===== config.mk =====
export PLATFORM = sky130hd
export DESIGN_NAME = adc_frame_reader
export DESIGN_NICKNAME = d
export VERILOG_FILES = /design/src/rtl/adcrd_pkg.sv /design/src/rtl/adcrd_tick.sv /design/src/rtl/adcrd_shift.sv /design/src/rtl/adcrd_fifo.sv /design/src/rtl/adc_frame_reader.sv
export SDC_FILE = /design/constraint.sdc
export NUM_CORES = 1
export LEC_CHECK = 0
export BUFFER_PORTS_ARGS = -buffer_cell sky130_fd_sc_hd__buf_2
export CAP_MARGIN = 20
export CELL_PAD_IN_SITES_DETAIL_PLACEMENT = 1
export CELL_PAD_IN_SITES_GLOBAL_PLACEMENT = 1
export CORE_MARGIN = 8
export CORE_UTILIZATION = 55
export DETAILED_ROUTE_END_ITERATION = 8
export PLACE_DENSITY = 0.93
export SLEW_MARGIN = 20
export SYNTH_ARGS = -nofsm -noshare
export SYNTH_HDL_FRONTEND = slang
export SYNTH_SLANG_ARGS = --single-unit

===== constraint.sdc =====
create_clock -name clk -period 6.7 [get_ports clk]
set_clock_uncertainty 0.05 [all_clocks]
set_input_delay 0.67 -clock clk [delete_from_list [all_inputs] [get_ports clk]]
set_output_delay 0.67 -clock clk [all_outputs]
set_load 0.05 [all_outputs]

===== src/rtl/adcrd_pkg.sv =====
`timescale 1ns/1ps
package adcrd_pkg;

  typedef enum logic [1:0] {
    ST_IDLE = 2'd0,
    ST_CONV = 2'd1,
    ST_RUN  = 2'd2
  } rd_state_t;

  // Select value k enables channels 0..k, clamped to the channel count.
  function automatic int unsigned chans_enabled(input int unsigned sel,
                                                input int unsigned nch);
    return (sel + 1 >= nch) ? nch : sel + 1;
  endfunction

endpackage


===== src/rtl/adcrd_tick.sv =====
`timescale 1ns/1ps
module adcrd_tick #(
  parameter int HALF = 2
) (
  input  logic clk,
  input  logic rst,
  input  logic run,
  output logic tick
);
  localparam int CW = (HALF > 1) ? $clog2(HALF) : 1;

  logic [CW-1:0] cnt;

  assign tick = run && (cnt == CW'(HALF - 1));

  always_ff @(posedge clk) begin
    if (rst || !run || tick) cnt <= '0;
    else                     cnt <= cnt + 1'b1;
  end
endmodule


===== src/rtl/adcrd_shift.sv =====
`timescale 1ns/1ps
module adcrd_shift #(
  parameter int RES_W     = 12,
  parameter int SLOT_CLKS = 16,
  parameter int CH_W      = 3,
  parameter int POS_W     = 4
) (
  input  logic             clk,
  input  logic             rst,
  input  logic             clear,
  input  logic             rise,
  input  logic             sdo,
  input  logic             bipolar,
  output logic             push,
  output logic [RES_W-1:0] push_word,
  output logic [CH_W-1:0]  push_chan,
  output logic [CH_W-1:0]  slot_o
);
  logic [POS_W-1:0] pos;
  logic [CH_W-1:0]  slot;
  logic [RES_W-2:0] sh;

  assign push      = rise && (pos == POS_W'(RES_W - 1));
  assign push_word = {sh, sdo} ^ {bipolar, {(RES_W-1){1'b0}}};
  assign push_chan = slot;
  assign slot_o    = slot;

  always_ff @(posedge clk) begin
    if (rst || clear) begin
      pos  <= '0;
      slot <= '0;
      sh   <= '0;
    end else if (rise) begin
      if (pos < POS_W'(RES_W - 1)) sh <= {sh[RES_W-3:0], sdo};
      if (pos == POS_W'(SLOT_CLKS - 1)) begin
        pos  <= '0;
        slot <= slot + 1'b1;
      end else begin
        pos <= pos + 1'b1;
      end
    end
  end
endmodule


===== src/rtl/adcrd_fifo.sv =====
`timescale 1ns/1ps
module adcrd_fifo #(
  parameter int W         = 15,
  parameter int DEPTH_MIN = 6
) (
  input  logic         clk,
  input  logic         rst,
  input  logic         wr_en,
  input  logic [W-1:0] wr_data,
  output logic         out_valid,
  input  logic         out_ready,
  output logic [W-1:0] out_data,
  output logic         idle
);
  localparam int AW    = (DEPTH_MIN > 1) ? $clog2(DEPTH_MIN) : 1;
  localparam int DEPTH = 1 << AW;

  logic [W-1:0]  mem [DEPTH];
  logic [AW-1:0] wp, rp;
  logic [AW:0]   cnt;
  logic          rd;

  assign rd   = (cnt != '0) && (!out_valid || out_ready);
  assign idle = (cnt == '0) && !out_valid;

  always_ff @(posedge clk) begin
    if (wr_en) mem[wp] <= wr_data;
  end

  always_ff @(posedge clk) begin
    if (rd) out_data <= mem[rp];
  end

  always_ff @(posedge clk) begin
    if (rst) begin
      wp        <= '0;
      rp        <= '0;
      cnt       <= '0;
      out_valid <= 1'b0;
    end else begin
      if (wr_en) wp <= wp + 1'b1;
      if (rd)    rp <= rp + 1'b1;
      cnt <= cnt + (AW+1)'(wr_en) - (AW+1)'(rd);
      if (rd)             out_valid <= 1'b1;
      else if (out_ready) out_valid <= 1'b0;
    end
  end
endmodule


===== src/rtl/adc_frame_reader.sv =====
`timescale 1ns/1ps
module adc_frame_reader #(
  parameter  int SCLK_HALF = 2,
  parameter  int NCH       = 6,
  parameter  int RES_W     = 12,
  parameter  int SLOT_CLKS = 16,
  parameter  int SEL_W     = 3,
  localparam int CH_W      = $clog2(NCH + 1)
) (
  input  logic             clk,
  input  logic             rst,
  input  logic             frame_req_i,
  input  logic             free_run_i,
  input  logic [SEL_W-1:0] chan_sel_i,
  input  logic             bipolar_i,
  input  logic             adc_sdo_i,
  output logic             adc_conv_o,
  output logic             adc_sclk_o,
  output logic             res_valid_o,
  input  logic             res_ready_i,
  output logic [RES_W-1:0] res_data_o,
  output logic [CH_W-1:0]  res_chan_o
);
  import adcrd_pkg::*;

  localparam int POS_W = (SLOT_CLKS > 1) ? $clog2(SLOT_CLKS) : 1;
  localparam int FW    = CH_W + RES_W;

  rd_state_t         state;
  logic              sclk_q, conv_q, pend_q, bip_q;
  logic [CH_W-1:0]   nch_q;
  logic              tick, rise, fall_tick, frame_done, launch, buf_idle;
  logic              push;
  logic [RES_W-1:0]  push_word;
  logic [CH_W-1:0]   push_chan, slot;
  logic [FW-1:0]     out_word;

  assign rise       = tick && ((state == ST_CONV) || (state == ST_RUN && !sclk_q));
  assign fall_tick  = tick && (state == ST_RUN) && sclk_q;
  assign frame_done = fall_tick && (slot == nch_q);
  assign launch     = ((state == ST_IDLE) || frame_done) && (pend_q || free_run_i) && buf_idle;

  adcrd_tick #(.HALF(SCLK_HALF)) u_tick (
    .clk (clk),
    .rst (rst),
    .run (state != ST_IDLE),
    .tick(tick)
  );

  adcrd_shift #(
    .RES_W(RES_W), .SLOT_CLKS(SLOT_CLKS), .CH_W(CH_W), .POS_W(POS_W)
  ) u_shift (
    .clk      (clk),
    .rst      (rst),
    .clear    (launch),
    .rise     (rise),
    .sdo      (adc_sdo_i),
    .bipolar  (bip_q),
    .push     (push),
    .push_word(push_word),
    .push_chan(push_chan),
    .slot_o   (slot)
  );

  adcrd_fifo #(.W(FW), .DEPTH_MIN(NCH)) u_buf (
    .clk      (clk),
    .rst      (rst),
    .wr_en    (push),
    .wr_data  ({push_chan, push_word}),
    .out_valid(res_valid_o),
    .out_ready(res_ready_i),
    .out_data (out_word),
    .idle     (buf_idle)
  );

  assign res_chan_o = out_word[FW-1:RES_W];
  assign res_data_o = out_word[RES_W-1:0];
  assign adc_conv_o = conv_q;
  assign adc_sclk_o = sclk_q;

  always_ff @(posedge clk) begin
    if (rst) begin
      state  <= ST_IDLE;
      sclk_q <= 1'b0;
      conv_q <= 1'b0;
      pend_q <= 1'b0;
      bip_q  <= 1'b0;
      nch_q  <= '0;
    end else begin
      if (launch)           pend_q <= frame_req_i;
      else if (frame_req_i) pend_q <= 1'b1;

      if (launch) begin
        state  <= ST_CONV;
        conv_q <= 1'b1;
        sclk_q <= 1'b0;
        nch_q  <= CH_W'(chans_enabled(32'(chan_sel_i), NCH));
        bip_q  <= bipolar_i;
      end else begin
        case (state)
          ST_CONV: if (tick) begin
            sclk_q <= 1'b1;
            conv_q <= 1'b0;
            state  <= ST_RUN;
          end
          ST_RUN: if (tick) begin
            sclk_q <= !sclk_q;
            if (frame_done) state <= ST_IDLE;
          end
          default: state <= ST_IDLE;
        endcase
      end
    end
  end
endmodule


# Yosys cells after proc, flatten, opt, wreduce, memory -nomap -nowiden
# Memory sizes are Yosys's and may differ from the RTL's. A register that Yosys moved wholly into a read port is not among the register bits.
# Index checks and enable logic that the tools add are counted.
[classes] n_mux=19 add_sub_neg=8 bitwise_logic=1 eq_ne=11 reduce_logical=37 n_lt_le_gt_ge=2
[op_table] op="$mux W1" n=12
[op_table] op="$reduce_bool A2 Y1" n=6
[op_table] op="$xor A12 B12 Y12" n=1
[op_table] op="$logic_and A1 B1 Y1" n=11
[op_table] op="$add A3 B1 Y3 const B" n=3
[op_table] op="$ne A3 B2 Y1 const B" n=3
[op_table] op="$reduce_and A3 Y1" n=3
[op_table] op="$eq A4 B4 Y1 const B" n=2
[op_table] op="$logic_or A1 B1 Y1" n=7
[op_table] op="$mux W2" n=3
[op_table] op="$ne A2 B2 Y1 const B" n=3
[op_table] op="$reduce_and A2 Y1" n=3
[op_table] op="$add A3 B1 Y4 const B" n=1
[op_table] op="$add A4 B1 Y4" n=1
[op_table] op="$add A4 B1 Y4 const B" n=1
[op_table] op="$ge A4 B3 Y1 const B" n=1
[op_table] op="$logic_not A4 Y1" n=1
[op_table] op="$lt A4 B4 Y1 const B" n=1
[op_table] op="$mux W4" n=1
[op_table] op="$pmux W2 S2" n=1
[op_table] op="$reduce_bool A4 Y1" n=1
[op_table] op="$sub A4 B1 Y4" n=1
[op_table] op="$eq A3 B3 Y1" n=1
[op_table] op="$logic_not A1 Y1" n=3
[op_table] op="7 further kinds" n=7
[totals] output_inout_bits=18 register_bits=39 in_bits=10 n_memories=1 ram_bits=120
[memory_table] memory="u_buf.mem" depth=8 word_bits=15 read_ports=1 rd_ports_with_merged_regs=1 wr=1 line="adcrd_fifo.sv:18" rtl="logic [W-1:0] mem [DEPTH];"

# Longest topological paths before layout
# Gate-level depths: netlist of the first run.
[depth] ltp_word=10 mapped_depth=12

# Modules after synthesis
# From an unflattened synthesis of the first run, not the netlist that was laid out.
[hier_totals] hier_cells=413 area_unflattened_um2=7096.8
[by_module_without_submodules] module="adcrd_fifo" cells_per_inst=262 n_inst=1 seq_area_each_um2=4274.1 area_each_um2=5671.7
[by_module_without_submodules] module="adcrd_shift" cells_per_inst=86 n_inst=1 seq_area_each_um2=360.3 area_each_um2=822.0
[by_module_without_submodules] module="adc_frame_reader" cells_per_inst=62 n_inst=1 seq_area_each_um2=180.2 area_each_um2=563.0
[by_module_without_submodules] module="adcrd_tick" cells_per_inst=3 n_inst=1 seq_area_each_um2=20.0 area_each_um2=40.0

# Worst setup path before layout of the first run
# Ideal clock, no wire load.
[synth_path] path_kind="register -> register" start="reg sclk_q, in the netlist adc_sclk_o" end="mem u_buf.mem[2][0], enable pin" setup_time_ps=431 t_arrival_ps=2931 t_required_ps=6219 slack_ps=3287 synth_period_minus_slack_ps=3413 path_stages_with_launch=4 cell_sequence="dfxtp_1 > nor3b_2 > o2111ai_2 > nor4b_1"
[synth_via] elab_chain_len=7
[synth_rtl] element="start: declaration" line="adc_frame_reader.sv:30" rtl="logic sclk_q, conv_q, pend_q, bip_q;"
[synth_rtl] element="start signal: assignment" line="adc_frame_reader.sv:107" rtl="sclk_q <= !sclk_q;"
[synth_rtl] element="$logic_not A1 Y1" line="adc_frame_reader.sv:38" rtl="assign rise = tick && ((state == ST_CONV) || (state == ST_RUN && !sclk_q));"
[synth_rtl] element="$logic_and A1 B1 Y1" line="adc_frame_reader.sv:38"
[synth_rtl] element="$logic_or A1 B1 Y1" line="adc_frame_reader.sv:38"
[synth_rtl] element="$logic_and A1 B1 Y1" line="adc_frame_reader.sv:38"
[synth_rtl] element="$logic_and A1 B1 Y1" line="adcrd_shift.sv:23" rtl="assign push = rise && (pos == POS_W'(RES_W - 1));"
[synth_rtl] element="$mux W1" line="adcrd_fifo.sv:27" rtl="if (wr_en) mem[wp] <= wr_data;"
[synth_rtl] element="$mux W1 (not written as such)" line="adcrd_fifo.sv:27"
[synth_rtl] element="end: declaration" line="adcrd_fifo.sv:18"
# Every way passes these cells.

# Worst setup path in the final report of the first run
[layout_path] start="reg state[0]" end="mem u_buf.mem[6][8], enable pin"
[layout_via] elab_chain_len=7 word_cells_on_any_way=10
[layout_rtl] element="start: declaration" line="adc_frame_reader.sv:29" rtl="rd_state_t state;"
[layout_rtl] element="start signal: assignment" line="adc_frame_reader.sv:83" rtl="state <= ST_IDLE;"
[layout_rtl] element="start signal: assignment" line="adc_frame_reader.sv:94" rtl="state <= ST_CONV;"
[layout_rtl] element="start signal: assignment" line="adc_frame_reader.sv:104" rtl="state <= ST_RUN;"
[layout_rtl] element="$eq A2 B2 Y1" line="adc_frame_reader.sv:38"
[layout_rtl] element="$logic_and A1 B1 Y1" line="adc_frame_reader.sv:38"
[layout_rtl] element="$logic_or A1 B1 Y1" line="adc_frame_reader.sv:38"
[layout_rtl] element="$logic_and A1 B1 Y1 *" line="adc_frame_reader.sv:38"
[layout_rtl] element="$logic_and A1 B1 Y1 *" line="adcrd_shift.sv:23"
[layout_rtl] element="$mux W1 *" line="adcrd_fifo.sv:27"
[layout_rtl] element="$mux W1 (not written as such) *" line="adcrd_fifo.sv:27"
# Every way passes the cells marked *; elsewhere a longest branch is shown, timed or not.

==> metrics.md, run 1 <==
| Metric | Value |
|---|---|
| Clk Latency, worst-skew pair | `roughly 0.42 ns` |
| Maximum clock rate | `about 0.33 GHz` |
| Detail Placement HPWL | `8680 um` |
| CP endpoint kind | `flip-flop` |
| Worst r2r src | `state[0]` |
| Total clock sinks | `~170` |
| Hold Crit Class | `reg -> reg` |
| Sw Ratio | `28.9%` |
| Initial antenna violation count | `0` |
| Routed wire length | `13600 um` |
| Crit-path slowest cell | `nor3b_4` |
| Outcome | `complete, no violations` |
| Peak supply drop | `~0.2 mV` |
| Clock tree buffer depth | `2` |
| Max incr delay on CP | `0.78 ns` |
| Worst Hold Launch | `adc_conv_o` |
| Slew margin rel. | `38.9%` |
| Clock Power Share | `33.3%` |
| Cell variety after synth | `47` |
| Yosys reg bits | `174` |
| Setup Viol. Count Final | `0` |
| Multi-input gate area | `1890 um^2` |
| Syn_nets | `414` |
| Worst hold path cell count | `2` |
| Final nets | `453` |
| Largest net degree at the start of global routing | `33` |
| Port bufs | `27` |
| GRT overflow | `0` |
| Synth Cell Area | `6820 um^2` |
| Total power | `between 3000 and 4000 uW` |
| Setup WS pre-CTS | `around 3.5 ns` |
| Sequential area share after synthesis | `70.8%` |
| ANT cells | `0` |
| WL/cell | `22.1 um` |
| First-pass GRT wire length | `21200 um` |
| Crit-path leading delay family | `simple AND/OR/NAND/NOR gates` |
| Worst Path Arrival | `~3.1 ns` |
| Share of power burned in registers | `44.0%` |
| Most Crowded Layer GR | `met2` |
| Startpoint Class | `flip-flop` |
| Clock transition at path regs | `0.06 ns` |
| Layout cells sized above 1 | `28.8%` |
| Met2 GRT Util | `30.6%` |
| Synthesized area per cell | `17.4 um^2` |
| Setup repair bufs after CTS | `0` |
| Int Pwr | `2170 uW` |
| Yosys warns | `0` |
| DRC | `0` |
| Fin. Hold Viols | `0` |
| Worst r2r path cells | `4` |
| Max cap viols | `0` |
| Placer Congestion | `0.783` |
| Reg2Reg Setup Slack | `about 3.6 ns` |
| WP data required | `6.69 ns` |
| Clock Tree Root | `clkbuf_16` |
| H-tree depth | `4` |
| Final period util | `45.9%` |
| Via count | `3436` |
| Initial core utilization | `roughly 57%` |
| Comb pwr share | `22.8%` |
| Fin. max-slew vios | `0` |
| Mapped Cells | `392` |
| PD cells | `390 nW/um^2` |
| DRT iter0 DRCs | `235` |
| Final Worst Setup Slack | `3.63 ns` |
| CTS tree | `yes` |
| Cell leakage power | `between 0.002 and 0.003 uW` |
| Chip width | `127 um` |
| RSZ-0062 raised after global routing | `false` |
| Final setup TNS | `0 ns` |
| Worst Tran Pin Value | `0.915 ns` |
| Crit Path Category | `reg -> reg` |
| FF-to-FF End | `u_buf.mem[6][8]` |
| Post-CTS resize count | `0` |
| Via/cell ratio | `5.61` |
| CP cell instances | `nor2b_1, o2111ai_2, or2_1, nor3b_4` |
| Switching Power | `885 uW` |
| Vias in the first global route | `3781` |
| Area Overhead vs Synth | `14.8%` |
| Num rows | `40` |
| Met3 global-route usage | `between 4 and 5%` |
| Min Clock Period, post-route | `3.07 ns` |
| # fillers | `1037` |
| End of the worst hold path | `adc_conv_o` |
| Core area | `12100 um^2` |
| TritonRoute pass-1 iters | `4` |
| WP buf/inv | `0` |
| Die height | `between 100 and 150 um` |
| Worst hold slack | `0.410 ns` |
| Register area | `4840 um^2` |
| Final core utilization | `approximately two thirds` |
| Count of hold-fix buffers inserted at cts | `0` |
| IO Count | `28` |
| Number of buffers created by CTS | `17` |
| ANT nets after route | `0` |
| Die area | `16200 um^2` |
| CP max FO | `15` |
| M1 GR Usage | `21.1%` |
| GRT Util Overall | `roughly 18%` |
==> state kept, by name (all words and copies together), names as in the netlist <==
register,cells
u_buf.wp,3
u_shift.sh,11
u_buf.cnt,4
state,2
u_buf.out_valid,1
u_tick.cnt,1
u_shift.pos,4
adc_sclk_o,1
u_buf.out_data,15
u_buf.rp,3
adc_conv_o,1
nch_q,3
u_shift.push_chan,3
u_buf.mem,120
bip_q,1
pend_q,1
==> final cells by class <==
cell class,count,area share [%]
Multi-Input combinational cell,184,24.2
Clock buffer,21,5.75
Clock inverter,11,2.12
Inverter,17,0.815
Timing Repair Buffer,37,2.68
Tap cell,168,2.68
Sequential cell,174,61.8
==> metal layers <==
metal  share of wire (%)  wire length [um]
met5                   0                 0
met4                 1.9               251
met3                 3.6               485
met2                  52              7110
met1                  42              5700
==> logic make-up after synthesis <==
logic type / Yosys count / share of synthesized area (%)
flip-flops: 174 / 70.8
buffers and inverters: 34 / 2.09
AO/OA/AOI/OAI: 27 / 3.01
adder cells (fa/ha/maj): 12 / 2.31
AND/OR/NAND/NOR: 71 / 5.37
multiplexers: 60 / 14.6
XOR/XNOR: 14 / 1.80
==> per-stage QoR <==
stage	cells	instance area, um^2
finish	612	7830
global route	612	7830
CTS	612	7830
detailed placement	580	7210
global placement	580	7210
floorplan	392	6820
==> synth_stat cells, drive strengths merged <==
library cell | n | area, um^2
a21o | 1 | 7.51
a21oi | 5 | 25.0
a31oi | 2 | 12.5
a41oi | 1 | 8.76
and2 | 2 | 12.5
and3 | 2 | 12.5
and4b | 1 | 10.0
buf | 8 | 45.0
clkbuf | 9 | 33.8
dfxtp | 39 | 781
edfxtp | 135 | 4050
fa | 1 | 20.0
ha | 11 | 138
inv | 17 | 63.8
mux2 | 15 | 169
mux2i | 15 | 150
mux4 | 30 | 676
nand2 | 8 | 30.0
nand2b | 1 | 6.26
nand3 | 3 | 15.0
nand3b | 1 | 7.51
nand4 | 1 | 6.26
nor2 | 30 | 113
nor2b | 4 | 25.0
nor3 | 6 | 30.0
nor3b | 3 | 27.5
nor4 | 1 | 6.26
nor4b | 2 | 17.5
o2111ai | 2 | 23.8
o211ai | 4 | 30.0
o21a | 1 | 7.51
o21ai | 5 | 28.8
o22ai | 4 | 25.0
o2bb2ai | 1 | 8.76
o32ai | 1 | 27.5
or2 | 2 | 12.5
or3 | 3 | 23.8
or3b | 1 | 11.3
xnor2 | 5 | 43.8
xor2 | 9 | 78.8
==> placed cells by master (no fill, tap or decap), types with 8 or more instances in the layout <==
cell type,count
inv_1,17
buf_2,27
clkbuf_16,17
xor2_1,9
dfxtp_1,37
mux2i_1,15
mux2_2,15
ha_1,11
mux4_2,30
nor2_1,30
buf_4,10
nand2_1,8
edfxtp_1,135
==> worst max-delay path by stage <==
stage | start | to | depth (start not counted)
3_3_place_gp | state[0] | u_buf.mem[6][9] | 4
3_5_place_dp | res_ready_i | u_buf.cnt[2] | 10
4_1_cts | u_buf.cnt[2] | u_buf.cnt[2] | 11
2_1_floorplan | adc_sclk_o | u_buf.mem[2][0] | 3
5_1_grt | state[0] | u_buf.mem[6][8] | 4
6_report | state[0] | u_buf.mem[6][8] | 4
==> power groups by stage <==
stage	Combinational, uW	Sequential (uW)	Clock, uW
after floorplan	412	1500	0
final	696	1340	1020
after global placement	676	1370	0
after CTS	710	1350	1030
after detailed placement	707	1370	0
after global routing	756	1360	1060
==> tightest hold or removal path: stages, from the launching register on <==
cell     delay [ns]
dfxtp_1        0.31
nand3_1        0.06
nand2_1        0.05
No activity file was read; power rests on OpenSTA's default activity.
==> run 2, diff against run 1 <==
ABC_AREA = 1   (was unset)
CORE_UTILIZATION = 45   (was 55)
PLACE_DENSITY = 0.86   (was 0.93)
clock period = 2.6 ns   (was 6.7 ns; I/O delays follow)
==> metrics.md, run 2 <==
| Metric | Value |
|---|---|
| Startpoint Class | `flip-flop (unchanged)` |
| Clock tree buffer depth | `2 (unchanged)` |
| H-tree depth | `4 (unchanged)` |
| Top cell type's share of synthesized area | `56.6% (was 59.4%)` |
| Main area contributors after synthesis | `edfxtp_1, dfxtp_1, nand2_1 (was edfxtp_1, dfxtp_1, mux4_2)` |
| Register area | `4840 um^2 (about the same)` |
| Total clock sinks | `174 (unchanged)` |
| Yosys warns | `0 (unchanged)` |
| Final setup TNS | `0 ns (unchanged)` |
| Core area | `15700 um^2 (was 12100 um^2)` |
| Sequential area share after synthesis | `67.4% (was 70.8%)` |
| Worst Tran Pin Value | `0.743 ns (was 0.915 ns)` |
| Yosys reg bits | `174 (unchanged)` |
| Fin. Hold Viols | `0 (unchanged)` |
| Met2 GRT Util | `32.5% (was 30.6%)` |
| CTS tree | `yes (unchanged)` |
| Register bank with the most flops | `u_buf.mem (unchanged)` |
| Most common cell after layout, fill and taps aside | `edfxtp_1 (unchanged)` |
| IO Count | `28 (unchanged)` |
| Worst Path Arrival | `2.64 ns (was 3.07 ns)` |
| Met3 global-route usage | `3.25% (was 4.49%)` |
| Synth Cell Area | `7170 um^2 (was 6820 um^2)` |
| Vias in the first global route | `5082 (was 3781)` |
| Port bufs | `27 (unchanged)` |
| Initial core utilization | `45.6% (was 56.6%)` |
| Final Non-Filler Cells | `888 (was 612)` |
| Multi-input gate area | `2020 um^2 (was 1890 um^2)` |
| Num rows | `46 (was 40)` |
| ANT cells | `0 (unchanged)` |
| Worst Setup SP | `u_shift.pos[0] (was state[0])` |
| WL/cell | `19.6 um (was 22.1 um)` |
| GRT Util Overall | `18.0% (was 17.8%)` |
| Crit Path Category | `reg -> reg (unchanged)` |
| Max FFs per register | `120 (unchanged)` |
| Slew margin rel. | `50.3% (was 38.9%)` |
| Mapped Cells | `620 (was 392)` |
| Min Clock Period, post-route | `2.38 ns (was 3.07 ns)` |
| First-pass GRT wire length | `27400 um (was 21200 um)` |
| Clock Tree Root | `clkbuf_16 (unchanged)` |
| RSZ-0062 raised after global routing | `false (unchanged)` |
| Setup WS pre-CTS | `0.182 ns (was 3.47 ns)` |
| Via count | `4694 (was 3436)` |
| Largest area contributor in the netlist | `edfxtp_1 (unchanged)` |
| Routed wire length | `17400 um (was 13600 um)` |
| Placer Congestion | `0.773 (was 0.783)` |
| Final Worst Setup Slack | `0.225 ns (was 3.63 ns)` |
| TritonRoute pass-1 iters | `4 (unchanged)` |
| Synthesized area per cell | `11.6 um^2 (was 17.4 um^2)` |
| Most Crowded Layer GR | `met2 (unchanged)` |
| Fin. max-slew vios | `0 (unchanged)` |
| Via/cell ratio | `5.29 (was 5.61)` |
| Syn_nets | `642 (was 414)` |
| Cell variety after synth | `34 (was 47)` |
| Area Overhead vs Synth | `14.8% (about the same)` |
| Detail Placement HPWL | `10900 um (was 8680 um)` |
| Layout cells sized above 1 | `16.2% (was 28.8%)` |
| Cell leakage power | `0.00308 uW (was 0.00274 uW)` |
| Setup Viol. Count Final | `0 (unchanged)` |
| WP data required | `2.87 ns (was 6.69 ns)` |
| Largest net degree at the start of global routing | `63 (was 33)` |
| Peak supply drop | `0.511 mV (was 0.206 mV)` |
| Die height | `142 um (was 127 um)` |
| Die area | `20200 um^2 (was 16200 um^2)` |
| Chip width | `142 um (was 127 um)` |
| Top_reg_cell synth | `edfxtp_1 (unchanged)` |
| Clk Latency, worst-skew pair | `0.43 ns (was 0.42 ns)` |
| # fillers | `1639 (was 1037)` |
| Outcome | `complete, no violations (unchanged)` |
| Final period util | `91.4% (was 45.9%)` |
| PD cells | `992 nW/um^2 (was 390 nW/um^2)` |
| Final core utilization | `52.4% (was 64.9%)` |
| CP endpoint kind | `flip-flop (unchanged)` |
| Hold Crit Class | `in -> reg (was reg -> reg)` |
| Placed cells | `854 (was 580)` |
| Final nets | `681 (was 453)` |
| Number of buffers created by CTS | `17 (unchanged)` |
| CP max FO | `5 (was 15)` |
| Cell with the most instances after synthesis | `edfxtp_1 (unchanged)` |
| ANT nets after route | `0 (unchanged)` |
| Initial antenna violation count | `0 (unchanged)` |
| Max cap viols | `0 (unchanged)` |
| Most frequent cells in the layout | `edfxtp_1, nand2_1, nor2_1 (was edfxtp_1, dfxtp_1, mux4_2, nor2_1, buf_2)` |
| DRC | `0 (unchanged)` |
| M1 GR Usage | `20.4% (was 21.1%)` |
| Worst Hold Launch | `rst (was adc_conv_o)` |
| Clock transition at path regs | `0.06 ns (about the same)` |
| Number of synthesized flops with an enable pin | `135 (unchanged)` |
| Top post-synthesis cells by count | `edfxtp_1, nand2_1, nor2_1, inv_1, o21ai_0 (was edfxtp_1, dfxtp_1, mux4_2, nor2_1, inv_1)` |
| Worst r2r src | `u_shift.pos[0] (was state[0])` |
| DRT iter0 DRCs | `193 (was 235)` |
| Ys async rst share | `0% (unchanged)` |
| Largest regs | `u_buf.mem x120, u_buf.out_data x15, u_shift.sh x11 (unchanged)` |
| Maximum clock rate | `0.421 GHz (was 0.326 GHz)` |
| GRT overflow | `0 (unchanged)` |
==> run 2: cell types whose count changed in the layout (fill, tap and decap cells not counted), sizes merged, moves of 15 or more <==
cell   previous run  this run
nand2             8       128
nor2             30        69
inv              17        54
o21ai             5        41
mux4             30         0
o22ai             4        30
nand3             3        25
mux2             15         0
mux2i            15        30
==> run 2: worst paths after layout <==
kind	end	slack [ns]	depth (start not counted)
hold / removal	u_buf.cnt[0]	0.08	2
setup reg to reg	u_buf.cnt[2]	0.22	11
setup / recovery	u_buf.cnt[2]	0.22	11
hold reg to reg	pend_q	0.44	2
==> run 2: stage by stage <==
stage,area [um^2],hold WS (ns),power (uW)
6_report,8230,0.0761,8170
3_3_place_gp,7610,0.403,5500
3_5_place_dp,7610,0.423,5640
4_1_cts,8220,0.0150,8210
5_1_grt,8230,0.0711,8530
2_1_floorplan,7180,0.279,5070
==> run 2: layout make-up <==
cell class	count	area share (%)
clock buffers	20	5.31
clock inverters	12	1.95
inverters	53	2.48
multi-input cells	365	24.5
flip-flops and latches	174	58.8
well taps	216	3.28
repair buffers	48	3.74
==> run 2: metal layers <==
metal,wire length (um),vias up
met3,673,30
met1,7070,2349
li1,-,2225
met2,9260,90
met4,393,0
met5,0,-
==> run 2: critical path, stage by stage, from the launching register on <==
cell and delay [ns]:
dfxtp_1 0.41, ha_1 0.27, inv_1 0.11, nor3_4 0.20, nand2_2 0.08, ha_1 0.30, inv_1 0.06, ha_1 0.14
inv_1 0.07, fa_1 0.39, xor2_1 0.14, nor2_1 0.05
==> run 2: what timing repair did <==
action                                  4_1_cts  5_1_grt
endpoints found under the setup margin        0        2
buffers inserted                              0        1
hold buffers                                  1        0
resized for setup                             0        2
hold endpoints to repair                      1        0
==> run 2: where the power goes <==
group,total [uW],internal (uW),switching [uW]
Sequential,3380,3250,126
Combinational,2220,639,1580
Clock,2570,1520,1050
==> run 2: cell families after synthesis <==
logic type / synth area share (%)
fa+ha+maj: 2.20
simple gates: 14.6
xor+xnor: 0.367
flops: 67.4
buf+inv: 4.96
mux: 4.19
compound gates: 6.23
==> run 3, diff against run 2 <==
==> constraint.sdc (replaced) <==
create_clock -name clk -period 2.6 [get_ports clk]
set_clock_uncertainty 0.05 [all_clocks]
set_input_delay 0.52 -clock clk [delete_from_list [all_inputs] [get_ports clk]]
set_output_delay 0.52 -clock clk [all_outputs]
set_load 0.05 [all_outputs]
==> metrics.md, run 3 (synthesized netlist as in run 2, its figures left out) <==
| Metric | Value |
|---|---|
| Outcome | `complete, no violations (unchanged)` |
| Setup WS pre-CTS | `0.0602 ns (was 0.182 ns)` |
| Final nets | `684 (was 681)` |
| Placed cell areas | `7610 um^2 (unchanged)` |
| DRT iter0 DRCs | `295 (was 193)` |
| Crit Path Category | `reg -> reg (unchanged)` |
| PD cells | `977 nW/um^2 (was 992 nW/um^2)` |
| Die height | `142 um (unchanged)` |
| CP cell instances | `inv_1, nand2_1, nand2_2, nand2_2, inv_8, nand2_4, ha_1, inv_1, ha_1, inv_1, fa_1, xor2_1, nor2_1 (was ha_1, inv_1, nor3_4, nand2_2, ha_1, inv_1, ha_1, inv_1, fa_1, xor2_1, nor2_1)` |
| Crit path to | `u_buf.cnt[2] (unchanged)` |
| TritonRoute pass-1 iters | `4 (unchanged)` |
| IO Count | `28 (unchanged)` |
| Area Overhead vs Synth | `14.9% (was 14.8%)` |
| Worst r2r src | `state[0] (was u_shift.pos[0])` |
| Fin. max-slew vios | `0 (unchanged)` |
| Worst Path Arrival | `2.68 ns (was 2.64 ns)` |
| GRT overflow | `0 (unchanged)` |
| Num rows | `46 (unchanged)` |
| Via count | `4790 (was 4694)` |
| WL/cell | `20.1 um (was 19.6 um)` |
| Switching Power | `2750 uW (was 2760 uW)` |
| Worst hold slack | `0.294 ns (was 0.0761 ns)` |
| Crit-path slowest cell | `dfxtp_1 (unchanged)` |
| ANT nets after route | `0 (unchanged)` |
| Initial core utilization | `45.6% (unchanged)` |
| Placed cells | `854 (unchanged)` |
| CP max FO | `11 (was 5)` |
| CTS tree | `yes (unchanged)` |
| Number of buffers created by CTS | `17 (unchanged)` |
| RSZ-0062 raised after global routing | `false (unchanged)` |
| Setup Viol. Count Final | `0 (unchanged)` |
| Initial antenna violation count | `0 (unchanged)` |
| Clock transition at path regs | `0.06 ns (about the same)` |
| Die area | `20200 um^2 (unchanged)` |
| Max cap viols | `0 (unchanged)` |
| Clock Power Share | `30.0% (was 31.5%)` |
| Largest net degree at the start of global routing | `63 (unchanged)` |
| WP buf/inv | `4 (was 3)` |
| Share of power burned in registers | `41.9% (was 41.4%)` |
| Final period util | `93.0% (was 91.4%)` |
| WP data required | `2.86 ns (was 2.87 ns)` |
| DRC | `0 (unchanged)` |
| Routed wire length | `17900 um (was 17400 um)` |
| Max FFs per register | `120 (unchanged)` |
| Final Worst Setup Slack | `0.182 ns (was 0.225 ns)` |
| Port bufs | `27 (unchanged)` |
| First-pass GRT wire length | `27800 um (was 27400 um)` |
| Cell leakage power | `0.00310 uW (was 0.00308 uW)` |
| Sw Ratio | `34.2% (was 33.8%)` |
| Startpoint Class | `flip-flop (unchanged)` |
| Detail Placement HPWL | `11000 um (was 10900 um)` |
| Fin. Hold Viols | `0 (unchanged)` |
| Final Non-Filler Cells | `891 (was 888)` |
| Peak supply drop | `0.466 mV (was 0.511 mV)` |
| Crit-path leading delay family | `adder cells (unchanged)` |
| Placer Congestion | `0.785 (was 0.773)` |
| Via/cell ratio | `5.38 (was 5.29)` |
| FF-to-FF End | `u_buf.cnt[2] (unchanged)` |
| Worst Setup SP | `state[0] (was u_shift.pos[0])` |
| CP endpoint kind | `flip-flop (unchanged)` |
| Most common cell after layout, fill and taps aside | `edfxtp_1 (unchanged)` |
| Int Pwr | `5300 uW (was 5410 uW)` |
| Chip width | `142 um (unchanged)` |
| Min Clock Period, post-route | `2.42 ns (was 2.38 ns)` |
| Most used cell, CP | `inv_1` |
| Most frequent cells in the layout | `edfxtp_1, nand2_1, nor2_1 (unchanged)` |
| Reg2Reg Setup Slack | `0.18 ns (was 0.22 ns)` |
| Total clock sinks | `174 (unchanged)` |
| Worst Tran Pin Value | `0.670 ns (was 0.743 ns)` |
| Hold Crit Class | `in -> reg (unchanged)` |
| Largest regs | `u_buf.mem x120, u_buf.out_data x15, u_shift.sh x11 (unchanged)` |
| # fillers | `1668 (was 1639)` |
| Layout cells sized above 1 | `17.2% (was 16.2%)` |
| Clk Latency, worst-skew pair | `0.43 ns (about the same)` |
| Core area | `15700 um^2 (unchanged)` |
| Register bank with the most flops | `u_buf.mem (unchanged)` |
| ANT cells | `0 (unchanged)` |
| Max incr delay on CP | `0.42 ns (was 0.41 ns)` |
| Final core utilization | `52.4% (about the same)` |
| Vias in the first global route | `5172 (was 5082)` |
| Final Cell Area | `8240 um^2 (was 8230 um^2)` |
| Comb pwr share | `28.1% (was 27.2%)` |
| Stages on the worst setup path | `13 (was 11)` |
| GRT Util Overall | `18.5% (was 18.0%)` |
| Clock tree buffer depth | `2 (unchanged)` |
| Slew margin rel. | `55.2% (was 50.3%)` |
| H-tree depth | `4 (unchanged)` |
| Maximum clock rate | `0.414 GHz (was 0.421 GHz)` |
| Worst r2r path cells | `13 (was 11)` |
| Clock Tree Root | `clkbuf_16 (unchanged)` |
[run 3: changes by cell type in the layout (fill, tap and decap cells not counted), moves of 2 or more]
cell / change
inv_6: -3
buf_4: +3
dfxtp_1: -3
clkinv_4: -2
clkinv_2: +2
dfxtp_2: +3
clkinv_1: +3
[run 3: timing repair]
action	in CTS	in global routing
resized for setup	1	9
pin swaps	0	2
setup endpoints to repair	2	3
hold buffers	0	0
setup buffers	0	4
gates cloned	0	1
[run 3: power groups by stage]
| stage | Clock (uW) | Sequential [uW] | Combinational [uW] |
|---|---|---|---|
| finish | 2410 | 3370 | 2260 |
| global route | 2550 | 3400 | 2460 |
| detailed placement | 0 | 3430 | 2220 |
| global placement | 0 | 3410 | 2080 |
| floorplan | 0 | 3870 | 1200 |
| CTS | 2450 | 3370 | 2280 |
[run 3: worst min-delay path by stage]
stage	startpoint	end	cells after the start
global route	frame_req_i	pend_q	3
CTS	bipolar_i	bip_q	3
detailed placement	adc_conv_o	adc_conv_o	2
finish	bipolar_i	bip_q	3
floorplan	u_tick.cnt	u_tick.cnt	1
global placement	pend_q	pend_q	2
[run 3: routing by layer]
metal	wire length (um)	vias up	share of wire (%)	GRT usage, %
li1	-	2230	-	-
met5	0	-	0	0
met2	9700	92	54	33.4
met1	7010	2430	39	20.1
met4	500	0	2.8	8.25
met3	691	38	3.9	4.56
[run 3: worst reg2reg max path: stages, from the launching register on]
cell	delay, ns
dfxtp_1	0.42
inv_1	0.08
nand2_1	0.10
nand2_2	0.07
nand2_2	0.18
inv_8	0.08
nand2_4	0.13
ha_1	0.25
inv_1	0.06
ha_1	0.14
inv_1	0.07
fa_1	0.41
xor2_1	0.19
nor2_1	0.08
[run 3: layout make-up]
| class | count | area (um^2) | area share [%] |
|---|---|---|---|
| clock buffer | 19 | 433 | 5.26 |
| clock inverter | 13 | 124 | 1.50 |
| inverter | 53 | 206 | 2.51 |
| multi-input combinational | 365 | 2040 | 24.7 |
| sequential | 174 | 4840 | 58.8 |
| tap | 216 | 270 | 3.28 |
| timing repair buffer | 50 | 320 | 3.89 |
| timing repair inverter | 1 | 6.26 | 0.0760 |
[run 3: metrics by stage]
stage	TNS (ns)	total power [uW]
finish	0	8050
global placement	0	5490
CTS	0	8100
floorplan	-10.92	5070
global route	0	8400
detailed placement	0	5650
